### config.mk
export PLATFORM = sky130hd
export DESIGN_NAME = lsp_pipe_ctrl
export DESIGN_NICKNAME = d
export VERILOG_FILES = /design/src/rtl/lsp_pkg.sv /design/src/rtl/lsp_slot.sv /design/src/rtl/lsp_hazard.sv /design/src/rtl/lsp_pipe_ctrl.sv
export SDC_FILE = /design/constraint.sdc
export NUM_CORES = 1
export LEC_CHECK = 0
export ABC_AREA = 1
export BUFFER_PORTS_ARGS = -buffer_cell sky130_fd_sc_hd__buf_2
export CAP_MARGIN = 10
export CORE_MARGIN = 2
export CORE_UTILIZATION = 45
export DETAILED_ROUTE_END_ITERATION = 12
export PLACE_DENSITY_LB_ADDON = 0.2
export SYNTH_ARGS = -nofsm -noshare
export SYNTH_HDL_FRONTEND = slang
export SYNTH_SLANG_ARGS = --single-unit
### constraint.sdc
create_clock -name clk -period 1.3 [get_ports clk]
set_input_delay 0.26 -clock clk [delete_from_list [all_inputs] [get_ports clk]]
set_output_delay 0.26 -clock clk [all_outputs]
set_load 0.01 [all_outputs]
### src/rtl/lsp_pkg.sv
package lsp_pkg;
  parameter int unsigned LSP_TAG_W = 4;
  parameter int unsigned LSP_NSLOT = 4;

  localparam int unsigned SL_FETCH = 0;
  localparam int unsigned SL_DEC   = 1;
  localparam int unsigned SL_MEM   = LSP_NSLOT - 2;
  localparam int unsigned SL_WB    = LSP_NSLOT - 1;

  typedef enum logic {
    OP_ALU = 1'b0,
    OP_MEM = 1'b1
  } op_e;

  typedef struct packed {
    op_e                  op;
    logic                 dep;
    logic [LSP_TAG_W-1:0] tag;
  } desc_t;
endpackage

### src/rtl/lsp_slot.sv
module lsp_slot
  import lsp_pkg::*;
(
  input  logic  clk,
  input  logic  rst,
  input  logic  hold,
  input  logic  src_vld,
  input  desc_t src_desc,
  output logic  vld,
  output desc_t desc
);
  always_ff @(posedge clk) begin
    if (rst) begin
      vld <= 1'b0;
    end else if (!hold) begin
      vld <= src_vld;
    end
  end

  always_ff @(posedge clk) begin
    if (!hold) begin
      desc <= src_desc;
    end
  end
endmodule

### src/rtl/lsp_hazard.sv
module lsp_hazard
  import lsp_pkg::*;
(
  input  logic m_vld,
  input  op_e  m_op,
  input  logic bus_ready,
  output logic stall
);
  // A wait state only matters for a real memory access in the memory slot.
  always_comb begin
    stall = 1'b0;
    if (m_vld && (m_op == OP_MEM)) begin
      stall = !bus_ready;
    end
  end
endmodule

### src/rtl/lsp_pipe_ctrl.sv
module lsp_pipe_ctrl
  import lsp_pkg::*;
(
  input  logic                 clk,
  input  logic                 rst,
  input  logic                 in_valid,
  output logic                 in_ready,
  input  logic                 in_op,
  input  logic                 in_dep,
  input  logic [LSP_TAG_W-1:0] in_tag,
  input  logic                 bus_ready,
  output logic [LSP_NSLOT-1:0] slot_valid,
  output logic                 stall,
  output logic [LSP_TAG_W-1:0] wb_tag,
  output logic                 wb_mem,
  output logic                 wb_dep
);
  logic [LSP_NSLOT-1:0] v;
  desc_t                d [LSP_NSLOT];
  desc_t                in_desc;
  logic                 m_is_mem;

  always_comb begin
    in_desc.op  = in_op ? OP_MEM : OP_ALU;
    in_desc.dep = in_dep;
    in_desc.tag = in_tag;
  end

  assign m_is_mem = (d[SL_MEM].op == OP_MEM);

  lsp_hazard u_haz (
    .m_vld     (v[SL_MEM]),
    .m_op      (d[SL_MEM].op),
    .bus_ready (bus_ready),
    .stall     (stall)
  );

  for (genvar i = 0; i < LSP_NSLOT; i++) begin : g_slot
    localparam bit FROZEN = (i < LSP_NSLOT - 1);
    logic  src_v;
    desc_t src_d;
    if (i == 0) begin : g_head
      assign src_v = in_valid;
      assign src_d = in_desc;
    end else if (i == LSP_NSLOT - 1) begin : g_tail
      // writeback takes an empty slot while the memory slot is held
      assign src_v = v[i-1] & ~stall;
      assign src_d = d[i-1];
    end else begin : g_mid
      assign src_v = v[i-1];
      assign src_d = d[i-1];
    end
    lsp_slot u_slot (
      .clk      (clk),
      .rst      (rst),
      .hold     (stall & FROZEN),
      .src_vld  (src_v),
      .src_desc (src_d),
      .vld      (v[i]),
      .desc     (d[i])
    );
  end

  assign in_ready   = ~stall;
  assign slot_valid = v;
  assign wb_tag     = d[SL_WB].tag;
  assign wb_mem     = (d[SL_WB].op == OP_MEM);
  assign wb_dep     = d[SL_WB].dep;
endmodule

# Word level (Yosys, flattened, before mapping)
# Index checks and enable logic that the tools add are counted.
# word_totals
reg_bits,28
in_bits,10
output_inout_bits,12
# classes
n_mux,2
n_bitwise,2
reduce_logical,2
# ops
op,count
$mux W1,2
$and A1 B1 Y1,1
$logic_and A1 B1 Y1,1
$logic_not A1 Y1,1
$not A1 Y1,1

# Longest topological paths before layout
# depth
ltp_word,4
mapped_depth,5

# Hierarchy
# A second synthesis with hierarchy kept.
# unflattened
hier_cells,64
area_unflattened_um2,958.4
# by_module_without_submodules
module,instances,cells_each,area_per_inst_um2
lsp_slot,4,14,229.0
lsp_pipe_ctrl,1,6,32.5
lsp_hazard,1,2,10.0

# Worst setup path after synthesis
# OpenSTA, ideal clock, no wires.
# synth_path
kind,flip-flop to output port
from,register g_slot[2].u_slot.vld
to,output stall
t_arrival_ns,0.768
setup_slack_ns,0.272
path_stages_with_launch,3
path_cell_list,dfxtp_1 > nand3_4 > inv_2
# synth_between
elab_chain_cells,2
# synth_rtl
item,line,source
start: declaration,lsp_slot.sv:9,"output logic vld,"
start signal: assignment,lsp_slot.sv:16,vld <= src_vld;
$logic_and A1 B1 Y1,lsp_hazard.sv:12,if (m_vld && (m_op == OP_MEM)) begin
$mux W1,lsp_hazard.sv:12,
end: declaration,lsp_pipe_ctrl.sv:13,"output logic stall,"
# Every way passes these cells.

# Final worst setup path
# layout_path
from,register g_slot[2].u_slot.desc[5] (netlist name)
to,output stall
# layout_between
elab_chain_cells,2
# layout_rtl
item,line,source
start: declaration,lsp_slot.sv:10,output desc_t desc
start signal: assignment,lsp_slot.sv:22,desc <= src_desc;
$logic_and A1 B1 Y1,lsp_hazard.sv:12,
$mux W1,lsp_hazard.sv:12,
# Every way passes these cells.

==> flow_metrics.env <==
export IMPL_syn_nets=61
export IMPL_utilization=0.5894
export IMPL_grt_pass1_vias=329
export IMPL_cts_tree="yes"
export IMPL_syn_instance_count=51
export IMPL_finalCritPeriodShare=0.9824
export IMPL_r2r_end="g_slot[0].u_slot.desc[2]"
export IMPL_finalHoldViolations=0
export IMPL_ios=22
export IMPL_netlist_area_sq_um=859.6
export IMPL_synth_area_leader_cell="edfxtp_1"
export IMPL_min_path_cells=2
export IMPL_route_detailed_drc=0
export IMPL_syn_area_per_cell_sq_um=16.85
export IMPL_cts_root_buffer="clkbuf_4"
export IMPL_n_antenna_cell=0
export IMPL_synth_area_leaders="edfxtp_1 63%, dfxtp_1 23%, buf_4 3.5%, nor2_1 2.6%, nand2_1 2.2%"
export IMPL_rows=15
export IMPL_dieArea_sq_um=2276
export IMPL_async_flop_share=0
export IMPL_synthTopCellsByCount="18 x edfxtp_1, 10 x dfxtp_1, 6 x nor2_1"
export IMPL_worst_pin_slew_ns=0.2515
export IMPL_port_buffers=21
export IMPL_dpl_cell_area_sq_um=973.4
export IMPL_hold_end="g_slot[2].u_slot.vld"
export IMPL_cp_start_kind="register"
export IMPL_fin_area_sq_um=1040
export IMPL_setup_viol=0
export IMPL_final_setup_skew_ns=0.001172
export IMPL_ys_seq_elements=28
export IMPL_gr_total_overflow=0
export IMPL_routed_wl_um=911
export IMPL_ir_drop_uv=858.0
export IMPL_synth_warnings=0
export IMPL_drive_gt1_frac=0.4054
export IMPL_areaGrowthSynthToFinish_pct=20.96
export IMPL_synthFlopType="edfxtp_1"
export IMPL_dp_hpwl_um=593.4
export IMPL_drv_slew=0
export IMPL_drt_first_pass_iters=2
export IMPL_power_leakage_uw=0.0004600
export IMPL_status="finished clean"
export IMPL_ctsHoldBuffers=0
export IMPL_via_per_inst=4.253
export IMPL_cts_htree_levels=1
export IMPL_cts_buffers=3
export IMPL_antenna_found_initial=0
export IMPL_rr_startpoint="g_slot[2].u_slot.desc[5]"
export IMPL_ff2ff_setup_slack_ns=0.18
export IMPL_gp_congestion=0.5955
export IMPL_path_cells="nand3_4, inv_2, buf_6"
export IMPL_critPathKind="register to output port"
export IMPL_synth_edff_count=18
export IMPL_worstSkewPairLatency_ns=0.31
export IMPL_drtIter0Drc=4
export IMPL_die_y_um=47.71
export IMPL_nNetsFinal=85
export IMPL_grt_max_degree=23
export IMPL_min_from="rst"
export IMPL_fmax_ghz=0.7830
export IMPL_yosysMostFrequentCell="edfxtp_1"
export IMPL_worst_path_max_fanout=3
export IMPL_yosysTopAreaCellShare=0.6288
export IMPL_grt_setup_unrepaired="true"
export IMPL_synth_seq_area_share=0.8617
export IMPL_clockBufferDepth=2
export IMPL_cp_end_kind="output port"
export IMPL_cpMaxStageDelayCell="edfxtp_1"
export IMPL_antenna_left=0
export IMPL_arrival_ns=1.02
export IMPL_core_sq_um=1764
export IMPL_start_util=0.4872
export IMPL_finalCriticalPeriod_ns=1.277
export IMPL_max_cap_violations=0
export IMPL_die_w_um=47.71
export IMPL_vias=421
export IMPL_worstHoldPathType="primary input to register"
export IMPL_grt_pass1_wl_um=1345
export IMPL_cts_clk_slew_worst_paths_ns=0.13
export IMPL_ys_types=10
export IMPL_slew_headroom=0.8323
export IMPL_clkSinkCount=28
export IMPL_reg2reg_depth=2
export IMPL_crit_required_ns=1.04
export IMPL_crit_path_max_incr_delay_ns=0.46
export IMPL_grt_use_total=0.09573
export IMPL_wl_per_cell_um=9.202
export IMPL_power_density_nw_per_um2=1547
## power breakdown
part	internal, uW	leakage (uW)	switching, uW	total, uW
sequential	999	0.000274	15.6	1010
combinational	27.8	0.000159	29.9	57.7
clock	311	0.0000279	224	535
## sequential cells by signal, indices dropped and copies added (netlist names)
name and cells:
g_slot.u_slot.desc 24, g_slot.u_slot.vld 4
## cell usage in the layout, fill, tap and decap left out
master and n:
dfxtp_1 10, buf_4 2, nor2_1 6, edfxtp_1 18, inv_1 4, clkbuf_4 3
nand2_1 5, nand3_4 1, nor2_2 1, bufinv_16 1, buf_6 1, buf_2 20
inv_2 1, nand3_1 1
## metrics by stage
| stage | std cells | TNS [ns] | hold slack [ns] | power [uW] | setup slack [ns] |
|---|---|---|---|---|---|
| after floorplan | 51 | 0 | 0.3233 | 1064 | 0.2724 |
| after global placement | 94 | 0 | 0.3243 | 1089 | 0.1795 |
| after detailed placement | 94 | 0 | 0.3301 | 1094 | 0.1595 |
| after CTS | 99 | 0 | 0.08568 | 1638 | 0.0003237 |
| after global routing | 99 | -0.07107 | 0.07543 | 1689 | -0.04674 |
| final | 99 | 0 | 0.1074 | 1608 | 0.02293 |
## worst max-delay path, delay by kind of cell (launching register included)
| family | cells | cell delay (ns) |
|---|---|---|
| flops | 1 | 0.46 |
| buf+inv | 2 | 0.15 |
| simple gates | 1 | 0.09 |
## per-layer routing
| metal | up-vias | GRT usage | share of wire |
|---|---|---|---|
| met5 | - | 0 | 0 |
| met4 | 0 | 0.08108 | 0.020 |
| met3 | 2 | 0.04528 | 0.080 |
| met2 | 15 | 0.1360 | 0.49 |
| met1 | 191 | 0.1078 | 0.41 |
| li1 | 213 | - | - |
## logic make-up after synthesis
group / Yosys count / share of synthesized area
buffers and inverters: 9 / 0.05676
AND/OR/NAND/NOR: 14 / 0.08152
flip-flops: 28 / 0.8617
## final cells by class
class	count	area [sq um]
multi-input combinational	14	70.07
clock inverter	1	30.03
timing repair buffer	23	126.4
tap	25	31.28
clock buffer	3	22.52
inverter	5	18.77
fill	160	724.4
sequential	28	740.7
## worst max path at each step
| stage | depth (start not counted) | slack [ns] | start | end |
|---|---|---|---|---|
| after global routing | 3 | -0.05 | g_slot[2].u_slot.desc[5] | stall |
| after floorplan | 2 | 0.27 | g_slot[2].u_slot.vld | stall |
| after detailed placement | 2 | 0.16 | g_slot[2].u_slot.desc[5] | g_slot[0].u_slot.desc[1] |
| after CTS | 3 | 0.0003 | g_slot[2].u_slot.desc[5] | stall |
| final | 3 | 0.02 | g_slot[2].u_slot.desc[5] | stall |
| after global placement | 2 | 0.18 | g_slot[2].u_slot.desc[5] | g_slot[0].u_slot.desc[1] |
## repair_timing
action | 4_1_cts | 5_1_grt
pin swaps | 1 | 1
gates resized for setup | 1 | 0
buffers inserted | 1 | 0
endpoints found under the setup margin | 1 | 2
cloned | 0 | 0
Note: power is estimated with default switching activity, not from simulation.
